### config.mk
export PLATFORM = sky130hd
export DESIGN_NAME = scsi_arb_sel
export DESIGN_NICKNAME = d
export VERILOG_FILES = /design/src/rtl/sel_pkg.sv /design/src/rtl/sel_timer.sv /design/src/rtl/sel_id_decode.sv /design/src/rtl/sel_fsm.sv /design/src/rtl/scsi_arb_sel.sv
export SDC_FILE = /design/constraint.sdc
export NUM_CORES = 1
export LEC_CHECK = 0
export BUFFER_PORTS_ARGS = -buffer_cell sky130_fd_sc_hd__buf_2
export CORE_AREA = 4 4 135 72
export DETAILED_ROUTE_END_ITERATION = 10
export DIE_AREA = 0 0 139 76
export GPL_TIMING_DRIVEN = 1
export PLACE_DENSITY = 0.63
export SLEW_MARGIN = 20
export SYNTH_ARGS = -nofsm -noshare
export SYNTH_HDL_FRONTEND = slang
export SYNTH_SLANG_ARGS = --single-unit
### constraint.sdc
create_clock -name clk_i -period 2.38 [get_ports clk_i]
set_clock_uncertainty 0.05 [all_clocks]
set_input_delay 0.357 -clock clk_i [delete_from_list [all_inputs] [get_ports clk_i]]
set_output_delay 0.357 -clock clk_i [all_outputs]
set_load 0.005 [all_outputs]
### src/rtl/sel_pkg.sv
package sel_pkg;

  typedef enum logic [1:0] {
    RES_OK     = 2'd0,
    RES_RETRY  = 2'd1,
    RES_ABSENT = 2'd2,
    RES_RESET  = 2'd3
  } result_e;

  typedef enum logic [3:0] {
    S_IDLE, S_FREE, S_GAP, S_ARB, S_ADLY,
    S_SELCHK, S_SHOLD, S_SELID, S_SETTLE, S_WAIT
  } state_e;

  function automatic int max_of(int a, int b);
    return (a > b) ? a : b;
  endfunction

endpackage

### src/rtl/sel_timer.sv
module sel_timer #(
  parameter int TW = 16
) (
  input  logic          clk_i,
  input  logic          rst_ni,
  input  logic          load_i,
  input  logic [TW-1:0] val_i,
  output logic          zero_o
);
  logic [TW-1:0] cnt_q;

  always_ff @(posedge clk_i or negedge rst_ni) begin
    if (!rst_ni)            cnt_q <= '0;
    else if (load_i)        cnt_q <= val_i;
    else if (cnt_q != '0)   cnt_q <= cnt_q - 1'b1;
  end

  assign zero_o = (cnt_q == '0);
endmodule

### src/rtl/sel_id_decode.sv
module sel_id_decode #(
  parameter int IDW = 3,
  localparam int DW = 1 << IDW
) (
  input  logic [IDW-1:0] own_id_i,
  input  logic [IDW-1:0] tgt_id_i,
  input  logic [DW-1:0]  data_i,
  output logic [DW-1:0]  own_oh_o,
  output logic [DW-1:0]  sel_word_o,
  output logic           higher_o
);
  logic [DW-1:0] tgt_oh;
  logic [DW-1:0] above;

  for (genvar i = 0; i < DW; i++) begin : g_bit
    assign own_oh_o[i] = (own_id_i == IDW'(i));
    assign tgt_oh[i]   = (tgt_id_i == IDW'(i));
    assign above[i]    = (IDW'(i) > own_id_i);
  end

  assign sel_word_o = own_oh_o | tgt_oh;
  assign higher_o   = |(data_i & above);
endmodule

### src/rtl/sel_fsm.sv
module sel_fsm
  import sel_pkg::*;
#(
  parameter int TW           = 16,
  parameter int FREE_POLLS   = 1000,
  parameter int POLL_GAP     = 2500,
  parameter int AIP_WAIT     = 25000,
  parameter int ARB_DLY      = 750,
  parameter int SEL_DLY      = 750,
  parameter int SETTLE_DLY   = 100,
  parameter int STEP_CYC     = 25000,
  parameter int SEL_STEPS    = 2500,
  parameter int ARB_RESTARTS = 1000
) (
  input  logic          clk_i,
  input  logic          rst_ni,
  input  logic          start_i,
  input  logic          bsy_i,
  input  logic          sel_i,
  input  logic          aip_i,
  input  logic          lost_i,
  input  logic          higher_i,
  input  logic          t_zero_i,
  output logic          t_load_o,
  output logic [TW-1:0] t_val_o,
  output logic          bsy_oe_o,
  output logic          sel_oe_o,
  output logic          data_oe_o,
  output logic          data_full_o,
  output logic          busy_o,
  output logic          done_o,
  output result_e       result_o
);
  localparam int PW = $clog2(FREE_POLLS + 1);
  localparam int RW = $clog2(ARB_RESTARTS + 1);
  localparam int SW = $clog2(SEL_STEPS + 1);

  state_e        state_q, state_d;
  logic [PW-1:0] poll_q, poll_d;
  logic [RW-1:0] rs_q, rs_d;
  logic [SW-1:0] step_q, step_d;
  result_e       res_q, res_d;
  logic          done_q, fin, restart;
  result_e       fin_res;

  always_comb begin
    state_d  = state_q;
    poll_d   = poll_q;
    rs_d     = rs_q;
    step_d   = step_q;
    res_d    = res_q;
    fin      = 1'b0;
    fin_res  = RES_OK;
    restart  = 1'b0;
    t_load_o = 1'b0;
    t_val_o  = '0;
    unique case (state_q)
      S_IDLE: if (start_i) begin
        state_d = S_FREE;
        poll_d  = '0;
        rs_d    = '0;
      end
      S_FREE: begin
        if (!bsy_i && !sel_i) begin
          state_d  = S_ARB;
          t_load_o = 1'b1;
          t_val_o  = TW'(AIP_WAIT);
        end else if (poll_q == PW'(FREE_POLLS - 1)) begin
          fin     = 1'b1;
          fin_res = RES_RESET;
        end else begin
          poll_d   = poll_q + 1'b1;
          state_d  = S_GAP;
          t_load_o = 1'b1;
          t_val_o  = TW'(POLL_GAP);
        end
      end
      S_GAP: if (t_zero_i) state_d = S_FREE;
      S_ARB: begin
        if (aip_i) begin
          state_d  = S_ADLY;
          t_load_o = 1'b1;
          t_val_o  = TW'(ARB_DLY);
        end else if (t_zero_i) begin
          restart = 1'b1;
        end
      end
      S_ADLY: if (t_zero_i) begin
        // lost flag outranks the ID comparison
        if (lost_i)        restart = 1'b1;
        else if (higher_i) begin
          fin     = 1'b1;
          fin_res = RES_RETRY;
        end else           state_d = S_SELCHK;
      end
      S_SELCHK: begin
        if (lost_i) begin
          fin     = 1'b1;
          fin_res = RES_RETRY;
        end else begin
          state_d  = S_SHOLD;
          t_load_o = 1'b1;
          t_val_o  = TW'(SEL_DLY);
        end
      end
      S_SHOLD: if (t_zero_i) state_d = S_SELID;
      S_SELID: begin
        state_d  = S_SETTLE;
        t_load_o = 1'b1;
        t_val_o  = TW'(SETTLE_DLY);
      end
      S_SETTLE: if (t_zero_i) begin
        state_d  = S_WAIT;
        step_d   = '0;
        t_load_o = 1'b1;
        t_val_o  = TW'(STEP_CYC);
      end
      S_WAIT: begin
        if (bsy_i) begin
          fin     = 1'b1;
          fin_res = RES_OK;
        end else if (t_zero_i) begin
          if (step_q == SW'(SEL_STEPS - 1)) begin
            fin     = 1'b1;
            fin_res = RES_ABSENT;
          end else begin
            step_d   = step_q + 1'b1;
            t_load_o = 1'b1;
            t_val_o  = TW'(STEP_CYC);
          end
        end
      end
      default: state_d = S_IDLE;
    endcase
    if (restart) begin
      if (rs_q == RW'(ARB_RESTARTS)) begin
        fin     = 1'b1;
        fin_res = RES_RESET;
      end else begin
        rs_d    = rs_q + 1'b1;
        poll_d  = '0;
        state_d = S_FREE;
      end
    end
    if (fin) begin
      state_d = S_IDLE;
      res_d   = fin_res;
    end
  end

  always_ff @(posedge clk_i or negedge rst_ni) begin
    if (!rst_ni) begin
      state_q <= S_IDLE;
      poll_q  <= '0;
      rs_q    <= '0;
      step_q  <= '0;
      res_q   <= RES_OK;
      done_q  <= 1'b0;
    end else begin
      state_q <= state_d;
      poll_q  <= poll_d;
      rs_q    <= rs_d;
      step_q  <= step_d;
      res_q   <= res_d;
      done_q  <= fin;
    end
  end

  assign bsy_oe_o    = state_q inside {S_ARB, S_ADLY, S_SELCHK, S_SHOLD, S_SELID};
  assign sel_oe_o    = state_q inside {S_SELCHK, S_SHOLD, S_SELID, S_SETTLE, S_WAIT};
  assign data_oe_o   = bsy_oe_o | sel_oe_o;
  assign data_full_o = state_q inside {S_SELID, S_SETTLE, S_WAIT};
  assign busy_o      = (state_q != S_IDLE);
  assign done_o      = done_q;
  assign result_o    = res_q;
endmodule

### src/rtl/scsi_arb_sel.sv
module scsi_arb_sel
  import sel_pkg::*;
#(
  parameter int IDW          = 3,
  parameter int FREE_POLLS   = 1000,
  parameter int POLL_GAP     = 2500,
  parameter int AIP_WAIT     = 25000,
  parameter int ARB_DLY      = 750,
  parameter int SEL_DLY      = 750,
  parameter int SETTLE_DLY   = 100,
  parameter int STEP_CYC     = 25000,
  parameter int SEL_STEPS    = 2500,
  parameter int ARB_RESTARTS = 1000,
  localparam int DW          = 1 << IDW
) (
  input  logic           clk_i,
  input  logic           rst_ni,
  input  logic           start_i,
  input  logic [IDW-1:0] own_id_i,
  input  logic [IDW-1:0] tgt_id_i,
  input  logic           atn_req_i,
  input  logic           bsy_i,
  input  logic           sel_i,
  input  logic [DW-1:0]  data_i,
  input  logic           arb_prog_i,
  input  logic           arb_lost_i,
  output logic           bsy_oe_o,
  output logic           sel_oe_o,
  output logic           atn_oe_o,
  output logic           data_oe_o,
  output logic [DW-1:0]  data_o,
  output logic           busy_o,
  output logic           done_o,
  output logic [1:0]     result_o
);
  localparam int MAXD = max_of(max_of(max_of(POLL_GAP, AIP_WAIT), max_of(ARB_DLY, SEL_DLY)),
                               max_of(SETTLE_DLY, STEP_CYC));
  localparam int TW   = $clog2(MAXD + 1);

  logic [IDW-1:0] own_q, tgt_q;
  logic           atn_q;
  logic [DW-1:0]  own_oh, sel_word;
  logic           higher, t_load, t_zero, data_full, busy;
  logic [TW-1:0]  t_val;
  result_e        res;

  always_ff @(posedge clk_i or negedge rst_ni) begin
    if (!rst_ni) begin
      own_q <= '0;
      tgt_q <= '0;
      atn_q <= 1'b0;
    end else if (start_i && !busy) begin
      own_q <= own_id_i;
      tgt_q <= tgt_id_i;
      atn_q <= atn_req_i;
    end
  end

  sel_id_decode #(.IDW(IDW)) u_dec (
    .own_id_i   (own_q),
    .tgt_id_i   (tgt_q),
    .data_i     (data_i),
    .own_oh_o   (own_oh),
    .sel_word_o (sel_word),
    .higher_o   (higher)
  );

  sel_timer #(.TW(TW)) u_tmr (
    .clk_i  (clk_i),
    .rst_ni (rst_ni),
    .load_i (t_load),
    .val_i  (t_val),
    .zero_o (t_zero)
  );

  sel_fsm #(
    .TW(TW), .FREE_POLLS(FREE_POLLS), .POLL_GAP(POLL_GAP), .AIP_WAIT(AIP_WAIT),
    .ARB_DLY(ARB_DLY), .SEL_DLY(SEL_DLY), .SETTLE_DLY(SETTLE_DLY),
    .STEP_CYC(STEP_CYC), .SEL_STEPS(SEL_STEPS), .ARB_RESTARTS(ARB_RESTARTS)
  ) u_fsm (
    .clk_i       (clk_i),
    .rst_ni      (rst_ni),
    .start_i     (start_i),
    .bsy_i       (bsy_i),
    .sel_i       (sel_i),
    .aip_i       (arb_prog_i),
    .lost_i      (arb_lost_i),
    .higher_i    (higher),
    .t_zero_i    (t_zero),
    .t_load_o    (t_load),
    .t_val_o     (t_val),
    .bsy_oe_o    (bsy_oe_o),
    .sel_oe_o    (sel_oe_o),
    .data_oe_o   (data_oe_o),
    .data_full_o (data_full),
    .busy_o      (busy),
    .done_o      (done_o),
    .result_o    (res)
  );

  assign atn_oe_o = sel_oe_o & atn_q;
  assign data_o   = !data_oe_o ? '0 : (data_full ? sel_word : own_oh);
  assign busy_o   = busy;
  assign result_o = res;
endmodule

==> results.rst <==
.. list-table::
   :header-rows: 1

   * - Metric
     - Value
   * - Total number of nets in the final design
     - 555
   * - Total Die Area
     - 10560 sq um
   * - Family of cells with the greatest summed delay on the critical path
     - simple AND/OR/NAND/NOR gates
   * - H-tree level count
     - 3
   * - Antenna cell count
     - 0
   * - Wire length of the first global-routing pass
     - 16.09 mm
   * - Fraction of layout cells with a size suffix above 1
     - roughly 25%
   * - Yosys top cell by area
     - sky130_fd_sc_hd__dfrtp_1
   * - Number of buffers inserted during clock tree synthesis
     - 9
   * - # clock sinks
     - 61
   * - Layout-stage area growth over the synthesis result
     - 30.04%
   * - Number of placed cells counting well taps
     - 622
   * - Vertical extent of the die
     - 76 microns
   * - 1st-iter DRT viols
     - 190
   * - Core Box Area
     - 8528 sq um
   * - Share of Yosys cell area claimed by the top area cell type
     - between 40% and 50%
   * - Most used flip-flop cell after synthesis
     - sky130_fd_sc_hd__dfrtp_1
   * - Period Utilization, post-route
     - between 90% and 100%
   * - Worst min-delay path category
     - in2reg
   * - Commonest non-fill, non-tap cell in the layout
     - sky130_fd_sc_hd__dfrtp_1
   * - Final Slew Violations
     - 0
   * - Via count of the first global-routing pass
     - 3397
   * - First-pass iteration count of the detailed router
     - 5
   * - Cell area after placement
     - ~4400 sq um
   * - I/O pins
     - 38
   * - Outcome
     - complete, no violations
   * - Maximum fanout encountered on the critical timing path
     - 5
   * - Buffering stage count on the worst path with inverters included
     - 2
   * - Number of antenna violations at the first check in global routing
     - 0
   * - Antenna violation net count after detailed routing
     - 0
   * - Number of register bits inferred by synthesis
     - 61
   * - Final Hold Viols
     - 0
   * - Shortest period the worst path allows
     - 2.335 ns
   * - Commonest cells after routing, fill and taps aside
     - sky130_fd_sc_hd__dfrtp_1 (61), sky130_fd_sc_hd__nor2_1 (54), sky130_fd_sc_hd__buf_4 (50), sky130_fd_sc_hd__nand2_1 (43), sky130_fd_sc_hd__buf_2 (36)
   * - Post-synth EDFFs
     - 0
   * - Number of buffers inserted by port buffering
     - 36
   * - Post-Layout Cell Count
     - 648
   * - Total track usage
     - 18.74%
   * - Avg Cell Area, Syn
     - 8.469 sq um
   * - Final setup violating endpoints
     - 0
   * - Overall die width
     - 139 microns
   * - Number of remaining DRC errors
     - 0
   * - Critical Path Slowest Stage Cell
     - sky130_fd_sc_hd__or3b_4
   * - Buffers from clock root to sink, at most
     - 2
   * - Worst EP required
     - 1.97 ns
   * - Worst setup timing slack at the placement stage
     - -0.02888 ns
   * - Critical path cell sequence
     - or3b_4 -> buf_6 -> o21a_4 -> nor2b_4 -> nand3_2 -> a21oi_2 -> buf_2
   * - Final weighted congestion of routability-driven global placement
     - 0.8482
   * - Arrival time of the worst setup path
     - 1.93 ns
   * - Clock latency on the worst-skew pair
     - 0.34 ns
   * - Total length of routed wires
     - 10.07 mm
   * - Standard-cell rows
     - 24
   * - Pin count of the biggest net entering global routing
     - 31
   * - Via density per instance
     - roughly 5.6
   * - Max-cap violations
     - 0
   * - Sort of element at the end of the critical path
     - output port
   * - Detailed placement HPWL
     - 6.974 mm
   * - Drt wl/cell
     - 15.54 microns
   * - Number of warnings reported in the yosys synthesis log
     - 0
   * - Depth of the worst register-to-register path
     - 6
   * - Worst setup margin
     - 0.04538 ns
   * - Total via count after detailed routing
     - about 3700
   * - Overflow left after global routing
     - 0
   * - Unrepaired setup endpoints after global routing
     - true
   * - Starting density of the core
     - between 40% and 50%
   * - Total Power
     - between 4 and 5 mW
   * - Maximum vdd drop
     - 0.5074 mV
   * - Number of library cell types mapped by synthesis
     - 62
   * - Critical Path Max Stage Delay
     - 0.41 ns
   * - Number of cells produced by synthesis
     - 446
   * - CP Launch Type
     - flip-flop
   * - Net Count, Synth
     - 473
   * - Top post-synthesis cells by area
     - sky130_fd_sc_hd__dfrtp_1 (40%), sky130_fd_sc_hd__nor2_1 (5.5%), sky130_fd_sc_hd__nand2_1 (4.3%)
   * - Fraction of registers with async set or reset after synthesis
     - between 90% and 100%
   * - Clock tree from TritonCTS
     - built
   * - Setup total negative slack
     - 0 ns
   * - Post-route cell area
     - 4912 sq um
   * - WP depth
     - 7
   * - Worst setup path category
     - reg2out
   * - Clock Pin Slew Worst Setup and Hold Paths
     - 0.05 ns
   * - Cell at the root of the clock tree
     - sky130_fd_sc_hd__clkbuf_16
   * - Netlist area before placement
     - 3777 sq um
   * - Hold Path Cell Cnt
     - 3
   * - Max Freq
     - 428.3 MHz
   * - Worst-case headroom to the max-slew limit
     - 56.30%
   * - Measured slew at the worst slew-check pin
     - 0.6548 ns
   * - Sequential share of the synthesized area
     - between 40% and 50%
   * - Pwr Density
     - between 900 and 1000 nW/um^2
   * - Leak Pwr
     - 2.130 nW
[layout make-up]
| cell class | instances | area (sq um) |
|---|---|---|
| fill | 787 | 3616 |
| tap | 117 | 146.4 |
| multi-input combinational | 347 | 2218 |
| clock inverter | 2 | 10.01 |
| sequential | 61 | 1526 |
| inverter | 15 | 56.30 |
| clock buffer | 12 | 256.5 |
| timing repair buffer | 94 | 698.2 |
[flip-flops by register name (all words and copies together) (netlist names)]
signal	flops
u_fsm.result_o	2
u_fsm.step_q	12
u_fsm.done_o	1
tgt_q	3
atn_q	1
own_q	3
u_tmr.cnt_q	15
u_fsm.state_q	4
u_fsm.rs_q	10
u_fsm.poll_q	10
[what timing repair did]
| action | CTS | global route |
|---|---|---|
| endpoints found under the hold margin | 12 | 0 |
| cloned | 0 | 2 |
| buffers inserted | 3 | 6 |
| pin swaps | 0 | 2 |
| hold buffers | 1 | 0 |
| gates resized for setup | 7 | 15 |
| endpoints found under the setup margin | 13 | 25 |
[cells in the mapped netlist, drive strengths merged, types with 7 or more instances]
master	number
clkbuf	19
nand2	43
nor3	13
or4	10
or3	7
o31ai	10
nor2	55
nor2b	8
o21ai	33
xnor2	12
a31oi	7
nand3	21
a21oi	22
nor4	17
dfrtp	61
inv	15
[through the flow]
| stage | utilization (%) | hold WS, ns |
|---|---|---|
| 2_1_floorplan | - | 0.01141 |
| 3_3_place_gp | 51.67 | 0.2234 |
| 3_5_place_dp | 51.67 | 0.2246 |
| 4_1_cts | 55.52 | 0.1539 |
| 5_1_grt | 57.60 | 0.1641 |
| 6_report | 57.60 | 0.1582 |
[power by group]
part           internal [mW]  total [mW]  leakage (nW)  switching (mW)
Clock                  0.744        1.19         0.134           0.441
Sequential              1.27        1.57         0.783           0.297
Combinational          0.936        1.97          1.21            1.03
Total                   2.95        4.72          2.13            1.77
[per-layer routing]
layer	track usage (%)	vias up	part of all wire, %
met2	28.36	103	44
met4	6.836	0	1.5
met3	5.643	13	5.1
li1	-	1818	-
met1	25.49	1717	49
met5	0	-	0
[worst paths after layout]
| check | start | end | slack, ns |
|---|---|---|---|
| setup / recovery | u_fsm.state_q[3]$_DFF_PN0_ | data_o[7] | 0.05 |
| hold / removal | tgt_id_i[2] | tgt_q[2]$_DFFE_PN0P_ | 0.16 |
| setup reg to reg | u_tmr.cnt_q[7]$_DFFE_PN0P_ | u_fsm.step_q[4]$_DFFE_PN0P_ | 0.05 |
| hold reg to reg | atn_q$_DFFE_PN0P_ | atn_q$_DFFE_PN0P_ | 0.44 |
| max in group asynchronous | rst_ni | u_fsm.step_q[11]$_DFFE_PN0P_ | 1.29 |
| min in group asynchronous | rst_ni | u_fsm.rs_q[7]$_DFF_PN0_ | 0.40 |
[logic make-up after synthesis]
logic type / share of synthesized area [%]
compound gates: 17.59
xor+xnor: 3.710
fa+ha+maj: 1.656
buf+inv: 4.074
flops: 40.41
mux: 1.093
simple gates: 31.47
[worst reg2reg max path, delay by kind of cell, from the launching register on]
kind | cells | cell delay, ns
AND/OR/NAND/NOR | 4 | 1.47
flip-flops | 1 | 0.43
buffers and inverters | 1 | 0.16
AO/OA/AOI/OAI | 1 | 0.14
(Power assumes the default switching activity.)
